[src/rtl/rns_pkg.sv]
package rns_pkg;

    localparam logic [2:0] OP_NONE   = 3'd0;
    localparam logic [2:0] OP_RPT    = 3'd1;
    localparam logic [2:0] OP_NRM    = 3'd2;
    localparam logic [2:0] OP_CNT_LD = 3'd3;
    localparam logic [2:0] OP_CNT_ST = 3'd4;
    localparam logic [2:0] OP_SHL    = 3'd5;

    typedef enum logic [1:0] {
        ARM_NONE = 2'd0,
        ARM_RPT  = 2'd1,
        ARM_NRM  = 2'd2
    } arm_e;

    typedef enum logic {
        ST_IDLE = 1'b0,
        ST_RUN  = 1'b1
    } st_e;

endpackage

[src/rtl/rns_stop_eval.sv]
module rns_stop_eval #(
    parameter int CW = 6
) (
    input  logic [CW-1:0] cnt,
    input  logic          nrm_mode,
    input  logic          a_sign,
    input  logic          a_next,
    output logic          stop
);
    logic cnt_zero;
    logic normalised;

    always_comb begin
        cnt_zero   = (cnt == '0);
        normalised = a_sign ^ a_next;
        stop       = cnt_zero | (nrm_mode & normalised);
    end
endmodule

[src/rtl/rns_shifter.sv]
module rns_shifter #(
    parameter int W = 12
) (
    input  logic [W-1:0] a_in,
    input  logic [W-1:0] x_in,
    output logic [W-1:0] a_sh,
    output logic [W-1:0] x_sh,
    output logic         sign_flip
);
    always_comb begin
        a_sh      = {a_in[W-2:0], x_in[W-1]};
        x_sh      = {x_in[W-2:0], 1'b0};
        sign_flip = a_in[W-1] ^ a_in[W-2];
    end
endmodule

[src/rtl/repeat_norm_seq.sv]
module repeat_norm_seq
    import rns_pkg::*;
#(
    parameter int W = 12
) (
    input  logic            clk,
    input  logic            rst_n,
    input  logic            ld_valid,
    input  logic [W-1:0]    ld_a,
    input  logic [W-1:0]    ld_x,
    input  logic            op_valid,
    input  logic [2:0]      op_code,
    output logic            op_ready,
    output logic            busy,
    output logic            done,
    output logic [W-1:0]    a_out,
    output logic [W-1:0]    x_out,
    output logic [W/2-1:0]  cnt_out,
    output logic            ovf
);
    localparam int CW = W / 2;

    typedef struct packed {
        st_e           st;
        arm_e          arm;
        arm_e          mode;
        logic [W-1:0]  a;
        logic [W-1:0]  x;
        logic [CW-1:0] cnt;
        logic          ovf;
        logic          done;
    } seq_t;

    seq_t q, d;

    logic [W-1:0] sh_a, sh_x;
    logic         sh_flip;
    logic         stop;
    logic         run_nrm;
    logic         op_fire;

    assign run_nrm = (q.mode == ARM_NRM);

    rns_shifter #(.W(W)) u_shift (
        .a_in      (q.a),
        .x_in      (q.x),
        .a_sh      (sh_a),
        .x_sh      (sh_x),
        .sign_flip (sh_flip)
    );

    rns_stop_eval #(.CW(CW)) u_stop (
        .cnt      (q.cnt),
        .nrm_mode (run_nrm),
        .a_sign   (q.a[W-1]),
        .a_next   (q.a[W-2]),
        .stop     (stop)
    );

    always_comb begin
        op_ready = (q.st == ST_IDLE) && !ld_valid;
        op_fire  = op_valid && op_ready;

        d      = q;
        d.done = 1'b0;

        if (q.st == ST_RUN) begin
            if (stop) begin
                d.st   = ST_IDLE;
                d.done = 1'b1;
            end else begin
                d.a   = sh_a;
                d.x   = sh_x;
                d.ovf = q.ovf | sh_flip;
                d.cnt = q.cnt - 1'b1;
            end
        end else if (ld_valid) begin
            d.a   = ld_a;
            d.x   = ld_x;
            d.ovf = 1'b0;
        end else if (op_fire) begin
            d.arm = ARM_NONE;
            case (op_code)
                OP_RPT:    d.arm = ARM_RPT;
                OP_NRM:    d.arm = ARM_NRM;
                OP_CNT_LD: d.cnt = q.a[CW-1:0];
                OP_CNT_ST: d.a[CW-1:0] = q.cnt;
                OP_SHL: begin
                    if (q.arm != ARM_NONE) begin
                        d.st   = ST_RUN;
                        d.mode = q.arm;
                    end else begin
                        d.a   = sh_a;
                        d.x   = sh_x;
                        d.ovf = q.ovf | sh_flip;
                    end
                end
                default: ;
            endcase
        end
    end

    always_ff @(posedge clk or negedge rst_n) begin
        if (!rst_n) begin
            q.st   <= ST_IDLE;
            q.arm  <= ARM_NONE;
            q.mode <= ARM_NONE;
            q.a    <= '0;
            q.x    <= '0;
            q.cnt  <= '0;
            q.ovf  <= 1'b0;
            q.done <= 1'b0;
        end else begin
            q <= d;
        end
    end

    assign busy    = (q.st == ST_RUN);
    assign done    = q.done;
    assign a_out   = q.a;
    assign x_out   = q.x;
    assign cnt_out = q.cnt;
    assign ovf     = q.ovf;

endmodule

[config.mk]
export PLATFORM = sky130hd
export DESIGN_NAME = repeat_norm_seq
export DESIGN_NICKNAME = d
export VERILOG_FILES = /design/src/rtl/rns_pkg.sv /design/src/rtl/rns_stop_eval.sv /design/src/rtl/rns_shifter.sv /design/src/rtl/repeat_norm_seq.sv
export SDC_FILE = /design/constraint.sdc
export NUM_CORES = 1
export LEC_CHECK = 0
export BUFFER_PORTS_ARGS = -buffer_cell sky130_fd_sc_hd__buf_2
export CORE_UTILIZATION = 52
export DETAILED_ROUTE_END_ITERATION = 8
export HOLD_SLACK_MARGIN = 0.15
export PLACE_DENSITY = 0.82
export REMOVE_ABC_BUFFERS = 1
export SLEW_MARGIN = 10
export SYNTH_ARGS = -nofsm -noshare
export SYNTH_HDL_FRONTEND = slang
export SYNTH_SLANG_ARGS = --single-unit
[constraint.sdc]
create_clock -name clk -period 2.6 [get_ports clk]
set_input_delay 0.26 -clock clk [delete_from_list [all_inputs] [get_ports clk]]
set_output_delay 0.26 -clock clk [all_outputs]
set_load 0.01 [all_outputs]
## Word-level counts from Yosys, hierarchy flattened

Index checks and enable logic that the tools add are counted.
W data, S select, Z words.

- Input port bits: 31
- Register bits after elaboration: 37

- Add/sub/neg operators: 1
- Bitwise logic cells: 6
- Multiplexer cells: 22
- Reduce and logical (&&, ||, !) cells: 15
- Equal/unequal tests: 10

Operators by type and width:

| cell | number |
|---|---|
| $mux W31 | 2 |
| $mux W24 | 2 |
| $mux W36 | 1 |
| $mux W12 | 1 |
| $mux W6 | 2 |
| $pmux W6 S2 | 1 |
| $reduce_and A4 Y1 | 3 |
| $mux W1 | 9 |
| $mux W8 | 1 |
| $eq A3 B2 Y1 const B | 2 |
| $eq A3 B3 Y1 const B | 2 |
| $logic_not A6 Y1 | 1 |
| $reduce_bool A2 Y1 | 3 |
| $reduce_bool A3 Y1 | 2 |
| $sub A6 B1 Y6 const B | 1 |
| $mux W5 | 1 |
| $reduce_and A5 Y1 | 1 |
| $ne A4 B4 Y1 const B | 1 |
| $pmux W2 S2 | 1 |
| $reduce_bool A4 Y1 | 1 |
| $eq A3 B1 Y1 const B | 1 |
| $ne A3 B3 Y1 const B | 1 |
| $reduce_and A3 Y1 | 1 |
| $eq A2 B2 Y1 const B | 1 |
| 9 further kinds | 12 |

## Logic depth before layout (Yosys ltp)

- Depth in word-level cells: 7
- Mapped depth: 7

## Modules after synthesis

From an unflattened synthesis, not the netlist that was laid out.

- Cells, all modules: 231
- Area, all modules: 2406.1 sq um

By module, submodules not included:

| module | sequential area each (sq um) | cells an instance | area an instance (sq um) | instances |
|---|---|---|---|---|
| repeat_norm_seq | 925.9 | 201 | 2179.6 | 1 |
| rns_shifter | 0.0 | 26 | 192.7 | 1 |
| rns_stop_eval | 0.0 | 4 | 33.8 | 1 |

## Worst setup path before layout

Ideal clock, no wire load.

- Kind: flip-flop to flip-flop
- Start: register, netlist name cnt_out[0]
- End: register q (netlist bit a_out[10])
- Data arrival time: 1713 ps
- Stages on the path, launching flop included: 8
- Path buffers: 1
- Path slack: 762 ps
- Data required time: 2475 ps
- Cells stage by stage: dfrtp_1 > inv_1 > ha_1 > or2b_2 > o22ai_2 > a21oi_4 > buf_12 > mux2_4

- Cells in the longest elaborated chain, start to end: 4

RTL lines:

| what | line | RTL |
|---|---|---|
| $logic_not A6 Y1 | rns_stop_eval.sv:14 | `cnt_zero = (cnt == '0);` |
| $or A1 B1 Y1 | rns_stop_eval.sv:16 | `stop = cnt_zero \| (nrm_mode & normalised);` |
| $ne A2 B2 Y1 (no source line) | -- |  |
| $reduce_and A4 Y1 (no source line) | -- |  |
| end: declaration | repeat_norm_seq.sv:34 | `seq_t q, d;` |

Every way passes these cells.
A chain may end at the register's enable or synchronous reset.

## Worst setup path in the final report

- Start: register, netlist name cnt_out[0]
- End: register q (netlist bit x_out[3])

- Cells in the longest elaborated chain, start to end: 4

RTL lines:

| what | line |
|---|---|
| $logic_not A6 Y1 | rns_stop_eval.sv:14 |
| $or A1 B1 Y1 | rns_stop_eval.sv:16 |
| $ne A2 B2 Y1 (no source line) | -- |
| $reduce_and A4 Y1 (no source line) | -- |

Every way passes these cells.

==> flow_metrics.tcl <==
set metrics [dict create \
    drtIter0Drc 142 \
    vias_per_cell 5.90 \
    final_common_cell "buf_2" \
    grt_max_degree 38 \
    post-route-period-util_pct 83.0 \
    coreArea_um2 4090 \
    cts_resized 0 \
    post_cts_buffers 0 \
    leakage_nw 1.26 \
    num_rows 23 \
    ys_types 48 \
    final_cell_mix "buf_2, dfrtp_1, a22o_1" \
    clock.fmax_ghz 0.463 \
    ys_ff_latch 37 \
    start_kind "flip-flop" \
    diodes 0 \
    async_reset_ff_share_pct 100 \
    crit_path_end_kind "flip-flop" \
    avgSynthCellArea_um2 11.2 \
    power_density_nw_per_um2 1180 \
    maxCapViolCount 0 \
    finish.utilization_pct 60.3 \
    nNetsFinal 271 \
    finalMaxSlewViolations 0 \
    drive_above_1_share_pct 42.9 \
    grt_overflow 0 \
    cts_buffer_depth 2 \
    place_area_um2 2350 \
    yosys_warnings 0 \
    routed_wl_um 4570 \
    start_util_pct 55.1 \
    relSlewSlack_pct 45.5 \
    required_ns 2.78 \
    cts_tree "done" \
    via_count 1698 \
    drcViolationCount 0 \
    cts.htree.levels 2 \
    grt_pass1_vias 1504 \
    root_buffer "clkbuf_8" \
    worstSkewPairLatency_ns 0.29 \
    grt_util_all_layers_pct 21.5 \
    status "finished, final reports clean" \
    antenna_left 0 \
    dpl.hpwl_um 3280 \
    seq_area_frac_synth_pct 41.1 \
    ios 65 \
    synth_ff_type "dfrtp_1" \
    netlist_instances 201 \
    rsz0062_at_grt "no" \
    setup_tns_ns 0 \
    vdd_drop_max_mv 0.513 \
    hp-class "in2reg" \
    setup_viol 0 \
    slowest_delay_ns 0.59 \
    tightest_slew_ns 0.817 \
    syn_to_final_growth_pct 9.44 \
    clk_pin_slew_ns 0.07 \
    critPathArrivalTime_ns 2.34 \
    path_cells "inv_1, ha_1, or2b_2, o22ai_2, a21oi_4, mux2_2" \
    buffer_ports.inserted 64 \
    final.min_clock_period_ns 2.16 \
    synth-edff-count 0 \
    antenna_found_initial 0 \
    cts_buffers 5 \
    die_area_um2 4600 \
    first_pass_iters 5 \
    avgRoutedWirePerCell_um 15.9 \
    cts_sinks 37 \
    synth_area_um2 2250 \
    hold_buffers 1 \
    skew_ns 0.00399 \
    crit_slowest_cell "a21oi_4" \
    path_max_fanout 18 \
    critPathKind "reg2reg" \
    grt_pass1_wl_um 7220 \
    hold_viol 0 \
    die_w_um 67.8 \
    gp_congestion 0.968 \
    fin_area_um2 2470 \
    die-height_um 67.8 \
]
## cell usage after synthesis (2+ instances only)
| cell | instances | share of area [%] |
|---|---|---|
| a21oi_1 | 2 | 0.44 |
| a222oi_1 | 6 | 2.7 |
| a22o_1 | 19 | 7.4 |
| a32oi_1 | 2 | 0.78 |
| buf_2 | 3 | 0.67 |
| buf_4 | 30 | 10 |
| dfrtp_1 | 37 | 41 |
| dlymetal6s2s_1 | 2 | 1.1 |
| ha_1 | 2 | 1.1 |
| inv_1 | 14 | 2.3 |
| mux2_2 | 8 | 4.0 |
| mux2_4 | 9 | 6.0 |
| mux2i_1 | 6 | 2.7 |
| nand2_1 | 8 | 1.3 |
| nand3_1 | 5 | 1.1 |
| nor2_1 | 7 | 1.2 |
| nor3b_1 | 2 | 0.67 |
| o211ai_1 | 2 | 0.67 |
| o21ai_0 | 5 | 1.1 |
| o41ai_1 | 3 | 1.2 |
| or2b_2 | 2 | 0.78 |
## layer usage
layer	track usage, %	share of wire, %
met5	0	0
met4	8.59	1.4
met3	7.83	7.2
met2	31.8	48
met1	28.4	44
## worst paths after layout
| check | start | to | slack (ns) | cells after the start |
|---|---|---|---|---|
| max reg2reg | cnt_out[0] | x_out[3] | 0.44 | 6 |
| min in group asynchronous | rst_n | a_out[7] | 0.60 | 2 |
| max in group asynchronous | rst_n | cnt_out[0] | 1.49 | 2 |
| max | cnt_out[0] | x_out[3] | 0.44 | 6 |
| min | ld_x[0] | x_out[0] | 0.19 | 3 |
| min reg2reg | q[32] | q[32] | 0.49 | 1 |
## where the power goes
group	total (mW)	switching, mW	internal [mW]
Clock	0.480	0.201	0.279
Sequential	1.05	0.235	0.813
Combinational	1.39	0.708	0.679
Total	2.92	1.14	1.77
## kinds of logic (layout without fill, tap and decap cells)
logic type      Yosys count  in the layout  share of synthesized area (%)
simple gates             34             34                           8.50
flops                    37             37                           41.1
buf+inv                  51             88                           15.6
xor+xnor                  1              1                          0.389
compound gates           53             53                           20.7
mux                      23             23                           12.7
fa+ha+maj                 2              2                           1.11
## stage by stage
| step | total power, mW | hold WS (ns) | instances | setup WS [ns] |
|---|---|---|---|---|
| finish | 2.92 | 0.188 | 288 | 0.441 |
| global route | 3.13 | 0.198 | 288 | 0.337 |
| CTS | 2.93 | 0.184 | 288 | 0.455 |
| detailed placement | 2.44 | 0.402 | 280 | 0.446 |
| global placement | 2.41 | 0.390 | 280 | 0.509 |
| floorplan | 1.95 | -0.0356 | 164 | 0.611 |
## flip-flops by register name, summed over array words and instances, names as in the netlist
name / cells
q: 4
busy: 1
a_out: 12
ovf: 1
x_out: 12
cnt_out: 6
done: 1
## critical path, delay by kind of cell (launching register included)
family,cells,cell delay [ns]
mux,1,0.41
buf+inv,1,0.11
fa+ha+maj,1,0.19
simple gates,1,0.18
compound gates,2,0.69
flops,1,0.45
## final cells by class
class                      count  area (um2)
inverter                      14        52.6
fill                         363        1620
multi-input combinational    113         976
clock buffer                   5        68.8
tap                           50        62.6
timing repair buffer          67         345
sequential                    37         926
clock inverter                 2        35.0
No activity file was read; power rests on OpenSTA's default activity.
